$ cat src/rtl/caltime_pkg.sv
// Package: field layout, the internal binary time record, and the
// conversions between a stored byte and its binary value.
// Assumes: every field value fits in seven bits (at most 99).
package caltime_pkg;

    localparam int BYTE_W   = 8;
    localparam int VAL_W    = 7;
    localparam int N_FIELDS = 7;
    localparam int SEL_W    = $clog2(N_FIELDS + 1);

    typedef enum logic [SEL_W-1:0] {
        FLD_SEC   = 3'd0,
        FLD_MIN   = 3'd1,
        FLD_HOUR  = 3'd2,
        FLD_WDAY  = 3'd3,
        FLD_DATE  = 3'd4,
        FLD_MONTH = 3'd5,
        FLD_YEAR  = 3'd6
    } field_e;

    // binary view of the time; hr always holds the 24-hour value
    typedef struct packed {
        logic [VAL_W-1:0] sec;
        logic [VAL_W-1:0] min;
        logic [VAL_W-1:0] hr;
        logic [VAL_W-1:0] wday;
        logic [VAL_W-1:0] date;
        logic [VAL_W-1:0] mon;
        logic [VAL_W-1:0] year;
    } tod_t;

    // stored byte to binary value, read as binary or as two BCD digits
    function automatic logic [VAL_W-1:0] unpack_val(input logic [BYTE_W-1:0] raw,
                                                    input logic bin);
        logic [VAL_W-1:0] tens;
        logic [VAL_W-1:0] ones;
        tens = {3'd0, raw[7:4]};
        ones = {3'd0, raw[3:0]};
        return bin ? raw[VAL_W-1:0] : (tens * 7'd10 + ones);
    endfunction

    // binary value to stored byte, as binary or as two BCD digits
    function automatic logic [BYTE_W-1:0] pack_val(input logic [VAL_W-1:0] v,
                                                  input logic bin);
        logic [VAL_W-1:0] tens;
        logic [VAL_W-1:0] ones;
        tens = v / 7'd10;
        ones = v - tens * 7'd10;
        return bin ? {1'b0, v} : {tens[3:0], ones[3:0]};
    endfunction

endpackage

$ cat src/rtl/caltime_days.sv
// Month-length lookup: gives the number of days in the current month.
// Assumes: a leap year is any year whose value is a multiple of LEAP_STEP,
// and LEAP_STEP is a power of two.
module caltime_days
    import caltime_pkg::*;
#(
    parameter int LEAP_STEP = 4
) (
    input  logic [VAL_W-1:0] month,
    input  logic [VAL_W-1:0] year,
    output logic [4:0]       ndays
);
    localparam int LEAP_BITS = $clog2(LEAP_STEP);

    logic leap;

    // a year is a leap year when its low bits are all zero
    assign leap = (year[LEAP_BITS-1:0] == '0);

    // pick the month length
    always_comb begin
        unique case (month)
            7'd2:                        ndays = leap ? 5'd29 : 5'd28;
            7'd4, 7'd6, 7'd9, 7'd11:     ndays = 5'd30;
            default:                     ndays = 5'd31;
        endcase
    end
endmodule

$ cat src/rtl/caltime_step.sv
// Next-second calculator: takes the current binary time and gives the
// time one second later. It applies the carry chain, the weekday wrap and
// the two daylight-saving jumps. Purely combinational.
// Assumes: the hour is in 24-hour form; fall_done records that the
// fall-back jump has already been taken on this day.
module caltime_step
    import caltime_pkg::*;
#(
    parameter int YEAR_SPAN    = 100,
    parameter int SPRING_MONTH = 4,
    parameter int FALL_MONTH   = 10,
    parameter int SHIFT_HOUR   = 1,
    parameter int WEEK_DAYS    = 7,
    parameter int FALL_MONTH_DAYS = 31
) (
    input  tod_t       cur,
    input  logic [4:0] ndays,
    input  logic       dst_en,
    input  logic       fall_done,
    output tod_t       nxt,
    output logic       fall_fire,
    output logic       day_wrap,
    output logic       year_wrap
);
    localparam logic [VAL_W-1:0] YEAR_LAST  = VAL_W'(YEAR_SPAN - 1);
    localparam logic [VAL_W-1:0] SPRING_MON = VAL_W'(SPRING_MONTH);
    localparam logic [VAL_W-1:0] FALL_MON   = VAL_W'(FALL_MONTH);
    localparam logic [VAL_W-1:0] JUMP_HR    = VAL_W'(SHIFT_HOUR);
    localparam logic [VAL_W-1:0] AFTER_HR   = VAL_W'(SHIFT_HOUR + 2);
    localparam logic [VAL_W-1:0] LAST_WDAY  = VAL_W'(WEEK_DAYS);
    localparam logic [VAL_W-1:0] WEEK1_END  = VAL_W'(WEEK_DAYS);
    localparam logic [VAL_W-1:0] LASTWK_BEG = VAL_W'(FALL_MONTH_DAYS - WEEK_DAYS + 1);

    logic at_shift;
    logic spring_fire;

    // last second of the hour in which both jumps happen, on a Sunday
    assign at_shift    = (cur.hr == JUMP_HR) && (cur.min == 7'd59) &&
                         (cur.sec == 7'd59) && (cur.wday == 7'd1);
    assign spring_fire = dst_en && at_shift && (cur.mon == SPRING_MON) &&
                         (cur.date <= WEEK1_END);
    assign fall_fire   = dst_en && at_shift && !fall_done &&
                         (cur.mon == FALL_MON) && (cur.date >= LASTWK_BEG);

    // carry chain with the daylight-saving overrides applied last
    always_comb begin
        nxt       = cur;
        day_wrap  = 1'b0;
        year_wrap = 1'b0;
        if (cur.sec < 7'd59) begin
            nxt.sec = cur.sec + 7'd1;
        end else begin
            nxt.sec = '0;
            if (cur.min < 7'd59) begin
                nxt.min = cur.min + 7'd1;
            end else begin
                nxt.min = '0;
                if (cur.hr < 7'd23) begin
                    nxt.hr = cur.hr + 7'd1;
                end else begin
                    nxt.hr   = '0;
                    day_wrap = 1'b1;
                    nxt.wday = (cur.wday >= LAST_WDAY) ? 7'd1 : cur.wday + 7'd1;
                    if (cur.date < {2'b00, ndays}) begin
                        nxt.date = cur.date + 7'd1;
                    end else begin
                        nxt.date = 7'd1;
                        if (cur.mon < 7'd12) begin
                            nxt.mon = cur.mon + 7'd1;
                        end else begin
                            nxt.mon   = 7'd1;
                            year_wrap = 1'b1;
                            nxt.year  = (cur.year >= YEAR_LAST) ? '0 : cur.year + 7'd1;
                        end
                    end
                end
            end
        end
        if (spring_fire) begin
            nxt.hr = AFTER_HR;
        end else if (fall_fire) begin
            nxt.hr = JUMP_HR;
        end
    end
endmodule

$ cat src/rtl/caltime_core.sv
// Time and calendar counter top. It holds seven encoded byte fields,
// accepts software writes, and advances by one second on each tick that
// is not held or overridden by a write.
// Assumes: tick is a single-cycle pulse, and software loads fields that
// are valid in the encoding currently selected.
module caltime_core
    import caltime_pkg::*;
#(
    parameter int YEAR_SPAN    = 100,
    parameter int LEAP_STEP    = 4,
    parameter int SPRING_MONTH = 4,
    parameter int FALL_MONTH   = 10,
    parameter int SHIFT_HOUR   = 1
) (
    input  logic       clk,
    input  logic       rst_n,
    input  logic       tick,
    input  logic       hold,
    input  logic       fmt_bin,
    input  logic       hr24,
    input  logic       dst_en,
    input  logic       wr_en,
    input  logic [2:0] wr_sel,
    input  logic [7:0] wr_data,
    output logic [7:0] sec_o,
    output logic [7:0] min_o,
    output logic [7:0] hour_o,
    output logic [7:0] wday_o,
    output logic [7:0] date_o,
    output logic [7:0] month_o,
    output logic [7:0] year_o,
    output logic       upd_done
);
    logic [BYTE_W-1:0] fld_q [N_FIELDS];
    logic [BYTE_W-1:0] fld_n [N_FIELDS];
    tod_t              cur;
    tod_t              nxt;
    logic [4:0]        ndays;
    logic              fall_fire;
    logic              day_wrap;
    logic              year_wrap;
    logic              fall_done;
    logic              adv;
    logic [VAL_W-1:0]  h12_in;
    logic [VAL_W-1:0]  h12_out;
    logic [BYTE_W-1:0] h12_byte;

    // a tick counts only when not held and not overridden by a write
    assign adv = tick && !hold && !wr_en;

    // read the stored bytes as binary values, with the hour in 24-hour form
    always_comb begin
        cur.sec  = unpack_val(fld_q[FLD_SEC], fmt_bin);
        cur.min  = unpack_val(fld_q[FLD_MIN], fmt_bin);
        cur.wday = unpack_val(fld_q[FLD_WDAY], fmt_bin);
        cur.date = unpack_val(fld_q[FLD_DATE], fmt_bin);
        cur.mon  = unpack_val(fld_q[FLD_MONTH], fmt_bin);
        cur.year = unpack_val(fld_q[FLD_YEAR], fmt_bin);
        h12_in   = unpack_val({1'b0, fld_q[FLD_HOUR][6:0]}, fmt_bin);
        if (hr24) begin
            cur.hr = unpack_val(fld_q[FLD_HOUR], fmt_bin);
        end else if (h12_in == 7'd12) begin
            cur.hr = fld_q[FLD_HOUR][7] ? 7'd12 : 7'd0;
        end else begin
            cur.hr = fld_q[FLD_HOUR][7] ? h12_in + 7'd12 : h12_in;
        end
    end

    caltime_days #(
        .LEAP_STEP (LEAP_STEP)
    ) u_days (
        .month (cur.mon),
        .year  (cur.year),
        .ndays (ndays)
    );

    caltime_step #(
        .YEAR_SPAN    (YEAR_SPAN),
        .SPRING_MONTH (SPRING_MONTH),
        .FALL_MONTH   (FALL_MONTH),
        .SHIFT_HOUR   (SHIFT_HOUR)
    ) u_step (
        .cur       (cur),
        .ndays     (ndays),
        .dst_en    (dst_en),
        .fall_done (fall_done),
        .nxt       (nxt),
        .fall_fire (fall_fire),
        .day_wrap  (day_wrap),
        .year_wrap (year_wrap)
    );

    // turn the next binary time back into stored bytes
    always_comb begin
        fld_n[FLD_SEC]   = pack_val(nxt.sec, fmt_bin);
        fld_n[FLD_MIN]   = pack_val(nxt.min, fmt_bin);
        fld_n[FLD_WDAY]  = pack_val(nxt.wday, fmt_bin);
        fld_n[FLD_DATE]  = pack_val(nxt.date, fmt_bin);
        fld_n[FLD_MONTH] = pack_val(nxt.mon, fmt_bin);
        fld_n[FLD_YEAR]  = pack_val(nxt.year, fmt_bin);
        h12_out = (nxt.hr >= 7'd12) ? nxt.hr - 7'd12 : nxt.hr;
        if (h12_out == 7'd0) begin
            h12_out = 7'd12;
        end
        h12_byte = pack_val(h12_out, fmt_bin);
        fld_n[FLD_HOUR] = hr24 ? pack_val(nxt.hr, fmt_bin)
                               : {nxt.hr >= 7'd12, h12_byte[6:0]};
    end

    // one register per field: reset, else software write, else advance
    for (genvar gi = 0; gi < N_FIELDS; gi++) begin : g_field
        localparam logic [SEL_W-1:0]  IDX  = SEL_W'(gi);
        localparam logic [BYTE_W-1:0] INIT =
            (gi == int'(FLD_WDAY) || gi == int'(FLD_DATE) || gi == int'(FLD_MONTH))
                ? 8'h01 : 8'h00;
        always_ff @(posedge clk) begin
            if (!rst_n) begin
                fld_q[gi] <= INIT;
            end else if (wr_en && wr_sel == IDX) begin
                fld_q[gi] <= wr_data;
            end else if (adv) begin
                fld_q[gi] <= fld_n[gi];
            end
        end
    end

    // records that the fall-back jump happened; cleared by a write or a new day
    always_ff @(posedge clk) begin
        if (!rst_n || wr_en) begin
            fall_done <= 1'b0;
        end else if (adv) begin
            if (day_wrap) begin
                fall_done <= 1'b0;
            end else if (fall_fire) begin
                fall_done <= 1'b1;
            end
        end
    end

    // completion pulse, in the same cycle as the new field values
    always_ff @(posedge clk) begin
        if (!rst_n) begin
            upd_done <= 1'b0;
        end else begin
            upd_done <= adv;
        end
    end

    assign sec_o   = fld_q[FLD_SEC];
    assign min_o   = fld_q[FLD_MIN];
    assign hour_o  = fld_q[FLD_HOUR];
    assign wday_o  = fld_q[FLD_WDAY];
    assign date_o  = fld_q[FLD_DATE];
    assign month_o = fld_q[FLD_MONTH];
    assign year_o  = fld_q[FLD_YEAR];


    upd_with_advance_chk: assert property (@(posedge clk) disable iff (!rst_n)
        adv |=> upd_done && (sec_o != $past(sec_o)));


    hold_freeze_chk: assert property (@(posedge clk) disable iff (!rst_n)
        hold && !wr_en |=> !upd_done && $stable(sec_o) && $stable(min_o) &&
        $stable(hour_o) && $stable(wday_o) && $stable(date_o) &&
        $stable(month_o) && $stable(year_o));


    min_carry_chk: assert property (@(posedge clk) disable iff (!rst_n)
        adv && (cur.sec < 7'd59) |=> $stable(min_o));


    year_carry_chk: assert property (@(posedge clk) disable iff (!rst_n)
        adv && !year_wrap |=> $stable(year_o));


    bcd_digit_chk: assert property (@(posedge clk) disable iff (!rst_n)
        adv && !fmt_bin |=> (sec_o[3:0] <= 4'd9) && (min_o[3:0] <= 4'd9));


    hour12_range_chk: assert property (@(posedge clk) disable iff (!rst_n)
        adv && !hr24 |=> (hour_o[6:0] != 7'd0));
endmodule

$ cat config.mk
export PLATFORM = sky130hd
export DESIGN_NAME = caltime_core
export DESIGN_NICKNAME = d
export VERILOG_FILES = /design/src/rtl/caltime_pkg.sv /design/src/rtl/caltime_days.sv /design/src/rtl/caltime_step.sv /design/src/rtl/caltime_core.sv
export SDC_FILE = /design/constraint.sdc
export NUM_CORES = 1
export LEC_CHECK = 0
export CAP_MARGIN = 30
export CORE_MARGIN = 8
export CORE_UTILIZATION = 45
export DETAILED_ROUTE_END_ITERATION = 10
export PLACE_DENSITY_LB_ADDON = 0.15
export SLEW_MARGIN = 10
export SYNTH_ARGS = -nofsm -noshare
export SYNTH_HDL_FRONTEND = slang
export SYNTH_SLANG_ARGS = --single-unit
$ cat constraint.sdc
create_clock -name clk -period 13 [get_ports clk]
set_input_delay 2.6 -clock clk [delete_from_list [all_inputs] [get_ports clk]]
set_output_delay 2.6 -clock clk [all_outputs]
set_load 0.02 [all_outputs]
==> results.cfg <==
[sta]
finalHoldViolations = 0
slew_headroom = 0.3980
rsz0062_at_grt = no
timing.final.crit_period_ns = 11.31
period_share = 0.8697
fin_skew_ns = 0.006525
max_freq_ghz = 0.08845
finalMaxSlewViolations = 0
transition_time_at_the_pin_with_the_least_slew_margin_ns = 0.8949
setup_viol = 0
finalSetupTns_ns = 0

[setup_path]
worst_path_largest_cell_delay_ns = 0.59
cp_max_fo = 54
critPathBufInv = 6
critical_path.top_delay_family = compound AO/OA/AOI/OAI gates
crit_path_start_kind = input pin
critPathMostFrequentCell = ha_1
timing.critical_path.slowest_stage_cell = a211oi_4
worst_ep_arrival_time_ns = 11.40
required_ns = 13.10
cp-end-kind = flip-flop
timing_worst_setup_path_type = input pin to flip-flop

[power]
design_power_total_mw = 1.460
power_switching_mw = 0.7126
p_clk_frac = 0.158
p_leak_nw = 4.255
p_int_mw = 0.7477
irDropWorstVdd_uv = 87.06
power.switching_fraction = 0.4880
seqPwrFrac = 0.167
power.density_mw_per_mm2 = 135.2
power.combinational.fraction = 0.675

[routing]
via_count = 9617
drt_first_pass_iters = 8
drt-vias-per-instance = 6.261
detail_route.wl_per_cell_microns = 19.79
wl_mm = 30.40
drt_drc_violations_left = 0
dr.first_iter.drc_count = 823
detail-route-antenna-nets = 0

[floorplan]
initial_core_util = 0.4547
floorplan.die.width_microns = 161.3
fp-row-count = 53
io_pins = 76
dieHeight_microns = 161.3
floorplan.core_area_sq_mm = 0.02089
floorplan.die_area_sq_mm = 0.02601

[finish]
antennaDiodeCount = 0
flow.area_growth_from_synthesis_pct = 13.75
nets = 1381
drive_gt1_frac = 0.07058
fillerInstances = 2026
layout.cell_area.non_filler_sq_mm = 0.01080
utilization = 0.5172

[yosys]
asyncSetResetFlopFracSynth = 0
flop_and_latch_count_out_of_synthesis = 58
syn_nets = 1320
synth_seq_area_share = 0.1813
yosysTopAreaCellShare = 0.1771
synth.area.mux_share = 0.04742
synth_top_family_by_area = compound AO/OA/AOI/OAI gates
synth-edff-count = 56
synth_xor_xnor_area_share = 0.05586
ys_dominant_reg_cell = edfxtp_1
synthTopCellsByCount = nand2_1, nor2_1, ha_1
synthDistinctLibCells = 104
syn_avg_cell_area_sq_um = 7.948
netlist_top_cells_area = edfxtp_1, ha_1, nand2_1
synth_most_common_cell = nand2_1
post_synth_and_or_nand_nor_area_fraction = 0.2333
synth.cell_area_sq_mm = 0.009498
yosys.area_share.adder = 0.1624
yosys_warnings = 0
synth_compound_area_frac = 0.2801
netlist_instances = 1195
post-synth-top-area-cell = edfxtp_1

[job]
drv_cap = 0

[placed_design]
half_perimeter_wire_length_after_placement_mm = 23.22
placed_area_sq_mm = 0.01052
weighted_congestion_at_the_end_of_routability_driven_global_placement = 0.9455
port_buffers = 75

[run_status]
outcome = complete, no violations

[clock_tree]
cts.repair_timing.setup_buffer_count = 0
clkTransAtPathRegs_ns = 0.05
postCtsHoldBufs = 0
tritoncts.num_buffers = 9
cts_resized = 0
cts.sink_count = 58
cts_root_cell = clkbuf_16
clock_path_buffers = 2
clock_tree_from_tritoncts = done
skew_pair_late_insertion_delay_ns = 0.35
ctsHtreeMaxLevel = 3

[global_route]
grt_max_degree = 55
grt_pass1_vias = 9042
global_route.usage.total = 0.2270
global_route.overflow_total = 0
grt_antenna_before_repair = 0
wire_length_of_the_first_global_routing_pass_mm = 48.19

[min_path]
hp-class = flip-flop to flip-flop
## placed cells by master (no fill, tap or decap), types with 14 or more instances in the layout
master	instances
a21oi_1	77
a22o_1	15
a31oi_1	19
buf_4	16
clkdlybuf4s50_1	74
edfxtp_1	56
fa_1	22
ha_1	84
inv_1	46
mux2i_1	27
nand2_1	152
nand2b_1	22
nand3_1	34
nor2_1	93
nor3_1	41
nor4_1	15
o21ai_0	77
o31ai_1	14
xnor2_1	39
xor2_1	19
## power by group through the flow
stage	sequential, mW	combinational [mW]	clock (mW)
floorplan	0.257	0.739	0
global placement	0.249	0.956	0
detailed placement	0.248	0.967	0
CTS	0.245	0.973	0.233
global route	0.247	1.09	0.240
finish	0.245	0.985	0.230
## through the flow
| step | worst slack [ns] | cells | hold WS [ns] |
|---|---|---|---|
| floorplan | 2.494 | 1195 | 0.4986 |
| global placement | 1.623 | 1516 | 0.5190 |
| detailed placement | 1.420 | 1519 | 0.5197 |
| CTS | 1.748 | 1535 | 0.5368 |
| global route | 1.104 | 1536 | 0.5389 |
| finish | 1.694 | 1536 | 0.5449 |
## layer usage
layer	up-vias	GRT usage	wire length [microns]
met5	-	0	0
met4	0	0.07407	778
met3	54	0.04454	2149
met2	348	0.3602	13780
met1	4557	0.3042	13690
li1	4658	-	-
## final timing paths
check | from | end | slack [ns] | cells after the start
setup / recovery | fmt_bin | fld_q[2][3] | 1.69 | 35
hold / removal | fall_done | fall_done | 0.54 | 1
setup reg to reg | fld_q[2][6] | fld_q[2][3] | 3.01 | 37
hold reg to reg | fall_done | fall_done | 0.54 | 1
## state kept, by name (all words and copies together) (netlist names)
signal	cells
fall_done	1
fld_q	56
upd_done	1
## cell type report
cell class | instances | area (sq um) | area share
clock buffer | 9 | 225.2 | 0.02085
clock inverter | 7 | 53.80 | 0.004980
inverter | 49 | 183.9 | 0.01702
multi-input combinational | 1045 | 7400 | 0.6849
sequential | 58 | 1722 | 0.1594
tap | 275 | 344.1 | 0.03185
timing repair buffer | 93 | 875.8 | 0.08107
## cell families after synthesis
| group | after synthesis |
|---|---|
| muxes | 42 |
| adders and majority gates | 111 |
| DFF | 58 |
| AOI/OAI and AO/OA | 378 |
| xor gates and xnor gates | 59 |
| and+or+nand+nor | 455 |
| buffers and inverters | 92 |
Note: power is estimated with default switching activity, not from simulation.
